==> src/rtl/eeseq_pkg.sv <==
package eeseq_pkg;

  // Command codes presented to the bit engine.
  typedef enum logic [2:0] {
    OP_NONE  = 3'd0,
    OP_START = 3'd1,
    OP_STOP  = 3'd2,
    OP_WRITE = 3'd3,
    OP_READ  = 3'd4
  } busOp_e;

  // Which byte the datapath drives onto the command data lines.
  typedef enum logic [1:0] {
    BYTE_DEVW,
    BYTE_DEVR,
    BYTE_ADDR,
    BYTE_DATA
  } byteSel_e;

  // Strobes from the control to the datapath.
  typedef struct packed {
    logic     capture;
    logic     setErr;
    logic     loadRd;
    byteSel_e byteSel;
  } dpStrobe_t;

endpackage

==> src/rtl/eeseq_ctrl.sv <==
module eeseq_ctrl
  import eeseq_pkg::*;
(
  input  logic      clk,
  input  logic      rstN,
  input  logic      reqValid,
  input  logic      reqRead,
  input  logic      engDone,
  input  logic      engAckBit,
  output logic      cmdValid,
  output logic [2:0] cmdOp,
  output logic      cmdNack,
  output logic      rspDone,
  output dpStrobe_t strobe
);

  typedef enum logic [1:0] {ST_IDLE, ST_ISSUE, ST_WAIT, ST_FINISH} state_e;

  // One step per bus command; the order is the transaction order.
  typedef enum logic [2:0] {
    STEP_START,
    STEP_DEVW,
    STEP_ADDR,
    STEP_DATA,
    STEP_RSTART,
    STEP_DEVR,
    STEP_READ,
    STEP_STOP
  } step_e;

  state_e state;
  step_e  step;
  logic   isRead;
  busOp_e curOp;
  step_e  followStep;

  // Command code for the current step.
  always_comb begin
    unique case (step)
      STEP_START, STEP_RSTART: curOp = OP_START;
      STEP_STOP:               curOp = OP_STOP;
      STEP_READ:               curOp = OP_READ;
      default:                 curOp = OP_WRITE;
    endcase
  end

  // Step that follows the current one on the success path.
  always_comb begin
    unique case (step)
      STEP_START:  followStep = STEP_DEVW;
      STEP_DEVW:   followStep = STEP_ADDR;
      STEP_ADDR:   followStep = isRead ? STEP_RSTART : STEP_DATA;
      STEP_RSTART: followStep = STEP_DEVR;
      STEP_DEVR:   followStep = STEP_READ;
      default:     followStep = STEP_STOP;
    endcase
  end

  always_ff @(posedge clk or negedge rstN) begin
    if (!rstN) begin
      state  <= ST_IDLE;
      step   <= STEP_START;
      isRead <= 1'b0;
    end else begin
      unique case (state)
        ST_IDLE: begin
          if (reqValid) begin
            isRead <= reqRead;
            step   <= STEP_START;
            state  <= ST_ISSUE;
          end
        end
        ST_ISSUE: state <= ST_WAIT;
        ST_WAIT: begin
          if (engDone) begin
            if (step == STEP_STOP) begin
              state <= ST_FINISH;
            end else if (curOp == OP_WRITE && engAckBit) begin
              step  <= STEP_STOP;
              state <= ST_ISSUE;
            end else begin
              step  <= followStep;
              state <= ST_ISSUE;
            end
          end
        end
        default: state <= ST_IDLE;
      endcase
    end
  end

  // Strobes for the datapath.
  always_comb begin
    strobe.capture = (state == ST_IDLE) && reqValid;
    strobe.setErr  = (state == ST_WAIT) && engDone && (curOp == OP_WRITE) && engAckBit;
    strobe.loadRd  = (state == ST_WAIT) && engDone && (step == STEP_READ);
    unique case (step)
      STEP_DEVR: strobe.byteSel = BYTE_DEVR;
      STEP_ADDR: strobe.byteSel = BYTE_ADDR;
      STEP_DATA: strobe.byteSel = BYTE_DATA;
      default:   strobe.byteSel = BYTE_DEVW;
    endcase
  end

  // Outputs to the bit engine and to the host.
  assign cmdValid = (state == ST_ISSUE);
  assign cmdOp    = curOp;
  assign cmdNack  = (step == STEP_READ);
  assign rspDone  = (state == ST_FINISH);

endmodule

==> src/rtl/eeseq_datapath.sv <==
module eeseq_datapath
  import eeseq_pkg::*;
#(
  parameter int SEL_W  = 3,
  parameter int BYTE_W = 8,
  parameter int CODE_W = BYTE_W - SEL_W - 1,
  parameter logic [CODE_W-1:0] DEV_CODE = 4'b1010
) (
  input  logic              clk,
  input  logic              rstN,
  input  dpStrobe_t         strobe,
  input  logic [SEL_W-1:0]  reqDevSel,
  input  logic [BYTE_W-1:0] reqAddr,
  input  logic [BYTE_W-1:0] reqWrData,
  input  logic [BYTE_W-1:0] engRdData,
  output logic [BYTE_W-1:0] cmdData,
  output logic              rspErr,
  output logic [BYTE_W-1:0] rspRdData
);

  logic [SEL_W-1:0]  selReg;
  logic [BYTE_W-1:0] addrReg;
  logic [BYTE_W-1:0] dataReg;
  logic [BYTE_W-2:0] devBase;

  // Request holding registers; loaded only when a request is taken.
  always_ff @(posedge clk or negedge rstN) begin
    if (!rstN) begin
      selReg  <= '0;
      addrReg <= '0;
      dataReg <= '0;
    end else if (strobe.capture) begin
      selReg  <= reqDevSel;
      addrReg <= reqAddr;
      dataReg <= reqWrData;
    end
  end

  // Error flag: cleared when a request is taken, set on a missing acknowledge.
  always_ff @(posedge clk or negedge rstN) begin
    if (!rstN) begin
      rspErr <= 1'b0;
    end else if (strobe.capture) begin
      rspErr <= 1'b0;
    end else if (strobe.setErr) begin
      rspErr <= 1'b1;
    end
  end

  // Read data register.
  always_ff @(posedge clk or negedge rstN) begin
    if (!rstN) begin
      rspRdData <= '0;
    end else if (strobe.loadRd) begin
      rspRdData <= engRdData;
    end
  end

  // Device word without the direction bit: fixed code, then the select bits.
  assign devBase = {DEV_CODE, selReg};

  // Byte sent with a write command.
  always_comb begin
    unique case (strobe.byteSel)
      BYTE_DEVR: cmdData = {devBase, 1'b1};
      BYTE_ADDR: cmdData = addrReg;
      BYTE_DATA: cmdData = dataReg;
      default:   cmdData = {devBase, 1'b0};
    endcase
  end

endmodule

==> src/rtl/eeseq_top.sv <==
module eeseq_top
  import eeseq_pkg::*;
#(
  parameter int SEL_W  = 3,
  parameter int BYTE_W = 8,
  parameter int CODE_W = BYTE_W - SEL_W - 1,
  parameter logic [CODE_W-1:0] DEV_CODE = 4'b1010
) (
  input  logic              clk,
  input  logic              rstN,
  input  logic              reqValid,
  input  logic              reqRead,
  input  logic [SEL_W-1:0]  reqDevSel,
  input  logic [BYTE_W-1:0] reqAddr,
  input  logic [BYTE_W-1:0] reqWrData,
  output logic              rspDone,
  output logic              rspErr,
  output logic [BYTE_W-1:0] rspRdData,
  output logic              cmdValid,
  output logic [2:0]        cmdOp,
  output logic [BYTE_W-1:0] cmdData,
  output logic              cmdNack,
  input  logic              engDone,
  input  logic              engAckBit,
  input  logic [BYTE_W-1:0] engRdData
);

  dpStrobe_t strobe;

  eeseq_ctrl u_ctrl (
    .clk       (clk),
    .rstN      (rstN),
    .reqValid  (reqValid),
    .reqRead   (reqRead),
    .engDone   (engDone),
    .engAckBit (engAckBit),
    .cmdValid  (cmdValid),
    .cmdOp     (cmdOp),
    .cmdNack   (cmdNack),
    .rspDone   (rspDone),
    .strobe    (strobe)
  );

  eeseq_datapath #(
    .SEL_W    (SEL_W),
    .BYTE_W   (BYTE_W),
    .CODE_W   (CODE_W),
    .DEV_CODE (DEV_CODE)
  ) u_dp (
    .clk       (clk),
    .rstN      (rstN),
    .strobe    (strobe),
    .reqDevSel (reqDevSel),
    .reqAddr   (reqAddr),
    .reqWrData (reqWrData),
    .engRdData (engRdData),
    .cmdData   (cmdData),
    .rspErr    (rspErr),
    .rspRdData (rspRdData)
  );

endmodule

==> config.mk <==
export PLATFORM = sky130hd
export DESIGN_NAME = eeseq_top
export DESIGN_NICKNAME = d
export VERILOG_FILES = /design/src/rtl/eeseq_pkg.sv /design/src/rtl/eeseq_ctrl.sv /design/src/rtl/eeseq_datapath.sv /design/src/rtl/eeseq_top.sv
export SDC_FILE = /design/constraint.sdc
export NUM_CORES = 1
export LEC_CHECK = 0
export ABC_AREA = 1
export BUFFER_PORTS_ARGS = -buffer_cell sky130_fd_sc_hd__buf_2
export CORE_ASPECT_RATIO = 2
export CORE_MARGIN = 4
export CORE_UTILIZATION = 38
export CTS_BUF_LIST = sky130_fd_sc_hd__clkbuf_2
export DETAILED_ROUTE_END_ITERATION = 10
export GPL_ROUTABILITY_DRIVEN = 0
export SYNTH_ARGS = -nofsm -noshare
export SYNTH_HDL_FRONTEND = slang
export SYNTH_HIERARCHICAL = 1
export SYNTH_SLANG_ARGS = --single-unit
==> constraint.sdc <==
create_clock -name clk -period 4 [get_ports clk]
set_input_delay 0.2 -clock clk [delete_from_list [all_inputs] [get_ports clk]]
set_output_delay 0.2 -clock clk [all_outputs]
set_load 0.05 [all_outputs]
==> run metrics <==
result of the run=completed; number of placed cells counting well taps=309; met2 wire length=1960 um; slew margin rel.=0.502; Final Hold Viols=0; Worst Setup Path Type=reg2out; largest stage delay on the critical path=0.50 ns; part of the cycle the worst path needs=0.608; FILL cells=about 450; worst clock skew on the final layout=around 0.011 ns; Detailed Routing Iterations Pass 1=4; antenna violations before repair=0; ranking of synthesized cells by area=dfrtp_1 (51%), nand2_1 (13%), o21ai_0 (8.1%); total clock buffers created by CTS=5; CP max FO=9; achievable frequency=around 400 MHz; Routed WL per cell=roughly 12 um; Internal Power=about 730 uW; CTS sink count=34; Die Footprint=5590 sq um; metal1 wirelength=1410 um; quantity of I/O buffers inserted on ports=55; aggregate global routing overflow=0; Post-route DRC=0; final critical-path required period=roughly 2.4 ns; type of element launching the critical path=flip-flop; net switching power=between 700 and 800 uW; width of the chip=approximately 55 um; yosys warns=6; number of top-level design ports=56; CTS-repair resized insts=0; pin count of the biggest net entering global routing=42; Max Transition Viols Final=0; CTS tree=yes; Worst VDD drop=about 0.37 mV; DR vias/cell=4.53; distinct cell type count after synthesis=23; number of design-rule violations left by the first detailed-router iteration=16; unrepaired setup endpoints after global routing=no; vias in the first global route=roughly 1500; number of flip-flops and latches in the synthesized netlist=34; cell family contributing the most delay on the critical path=flip-flops; Top Layer Used=met4; total power per unit cell area=around 740 nW/um^2; final antenna diode count=0; Layout Nets=300; transition time at the pin with the least slew margin=around 0.75 ns; slack of the worst reg-to-reg path=around 2.5 ns; share of total power in the clock network=0.100; proportion of netlist area held by the largest area contributor=0.509; first-pass GRT wire length=~6300 um; met3 WL post-DR=approximately 230 um; part of the power in registers=0.393; Post-Syn Area per Cell=8.00 sq um; die height=between 100 and 150 um; switching share of total power=0.516; required time of the worst setup path=~3.8 ns; CTS max path bufs=2; chain of cells forming the critical path=nand2_4 -> nand2_1 -> a21oi_1 -> inv_1 -> nand3_1 -> nand2_1 -> inv_1 -> buf_2; crit path buf inv count=3; GRT Resource Usage Total=0.154; instance count of the mapped netlist=209; CTS H-tree lvls=2; Total Neg Setup Slack=0 ns; initial standard-cell utilization of the core=0.401; Final ANT Viol Nets=0; Slowest cell on crit path=dfrtp_1; via count=around 1400; netlist area before placement=1670 sq um; final standard cell count with taps included and fillers excluded=319; CP Capture Type=output port; max capacitance violation total=0; standby leakage power=~0.0011 uW; logic gate share of total power=0.507; Final Total Pwr=1510 uW; Mapped Nets=242; Core Box Area=between 4000 and 5000 sq um; final routed wirelength across all metal layers=between 3000 and 4000 um; Yosys top cell by area=dfrtp_1; dpl hpwl=between 2000 and 3000 um; buffer type at the clock tree root=clkbuf_2; Syn-to-layout area delta=21.6%; Setup violations, final=0; fraction of layout cells with a size suffix above 1=0.300; sequential area share after synthesis=0.509; type of the tightest min-delay check=in2reg; CTS clk-pin slew, worst paths=around 0.16 ns; floorplan row count=33; Worst Path Arrival=between 2 and 2.5 ns; Worst-Skew Late Latency=around 0.36 ns; final-layout worst hold slack=0.0330 ns
worst register-to-register path, delay by kind of cell (launching register included):
family / cells / cell delay [ns]
buffers and inverters: 2 / 0.61
DFF: 1 / 0.44
AOI/OAI and AO/OA: 1 / 0.21
and+or+nand+nor: 1 / 0.15
layout make-up:
cell class / instances / area [sq um] / share of cell area
Clock buffer: 7 / 35.0 / 0.0172
Inverter: 42 / 159 / 0.0782
Multi-Input combinational cell: 125 / 611 / 0.300
Sequential cell: 34 / 851 / 0.418
Tap cell: 52 / 65.1 / 0.0320
Timing Repair Buffer: 59 / 313 / 0.154
path summary, 6_finish.rpt:
check                                startpoint                 to  cells past startpoint
worst min-delay path               reqWrData[4]    u_dp/dataReg[4]                      3
worst min register to register  u_dp/dataReg[7]    u_dp/dataReg[7]                      2
max in group asynchronous                  rstN    u_dp/addrReg[4]                      2
worst max-delay path             u_ctrl/step[1]         cmdData[5]                      8
worst max register to register  u_ctrl/state[1]     u_dp/selReg[0]                      4
min in group asynchronous                  rstN  u_dp/rspRdData[2]                      2
repair_timing:
action | 4_1_cts | 5_1_grt
hold endpoints to repair | 36 | 0
hold buffers | 3 | 0
buffers inserted | 0 | 0
setup endpoints to repair | 0 | 0
cell families (layout without fill, tap and decap cells):
| logic type | count (synthesis) | in the layout | share of synthesized area |
|---|---|---|---|
| AND/OR/NAND/NOR | 92 | 92 | 0.262 |
| buffers and inverters | 50 | 108 | 0.126 |
| flip-flops | 34 | 34 | 0.509 |
| AO/OA/AOI/OAI | 33 | 33 | 0.103 |
power by group through the flow:
stage               combinational, uW  clock (uW)  sequential [uW]
finish                            764         151              592
global route                      853         171              618
CTS                               776         162              593
detailed placement                771           0              600
global placement                  768           0              599
floorplan                         532           0              675
cell usage after synthesis:
library cell,number
o21ai_1,2
nand2_4,2
nor2_8,1
inv_2,6
nor2_1,8
nand3_1,14
nand2_1,58
nor3_1,1
nand3_2,3
o21ai_0,27
dfrtp_1,34
a31oi_1,1
a21oi_2,1
o31ai_1,1
nand4_1,2
a21oi_1,1
clkinv_2,1
buf_4,2
inv_1,35
buf_6,1
buf_2,5
nand2_2,2
nand3_4,1
stage by stage:
stage	setup WS, ns	utilization	instance area, sq um
after global placement	2.02	0.472	1970
final	1.57	0.488	2030
after floorplan	2.27	-	1670
after global routing	1.28	0.488	2030
after detailed placement	1.96	0.472	1970
after CTS	1.52	0.488	2030
cell usage in the layout, fill, tap and decap left out, types with 2 or more instances in the layout:
cell type and count:
nand2_1 58, buf_2 55, inv_1 35, dfrtp_1 34, o21ai_0 27, nand3_1 14
nor2_1 8, clkbuf_2 7, inv_2 6, dlygate4sd3_1 3, nand3_2 3, nand2_4 2
nand2_2 2, nand4_1 2, o21ai_1 2
state kept, by name (all words and copies together) (netlist names):
register	cells
u_ctrl/isRead	1
u_ctrl/state	2
u_ctrl/step	3
u_dp/addrReg	8
u_dp/dataReg	8
u_dp/rspErr	1
u_dp/rspRdData	8
u_dp/selReg	3
per-layer routing:
layer | track usage | vias to the layer above
li1 | - | 757
met1 | 0.166 | 643
met2 | 0.272 | 39
met3 | 0.0324 | 7
met4 | 0.0730 | 0
met5 | 0 | -
Power figures use the tool's default switching activity.
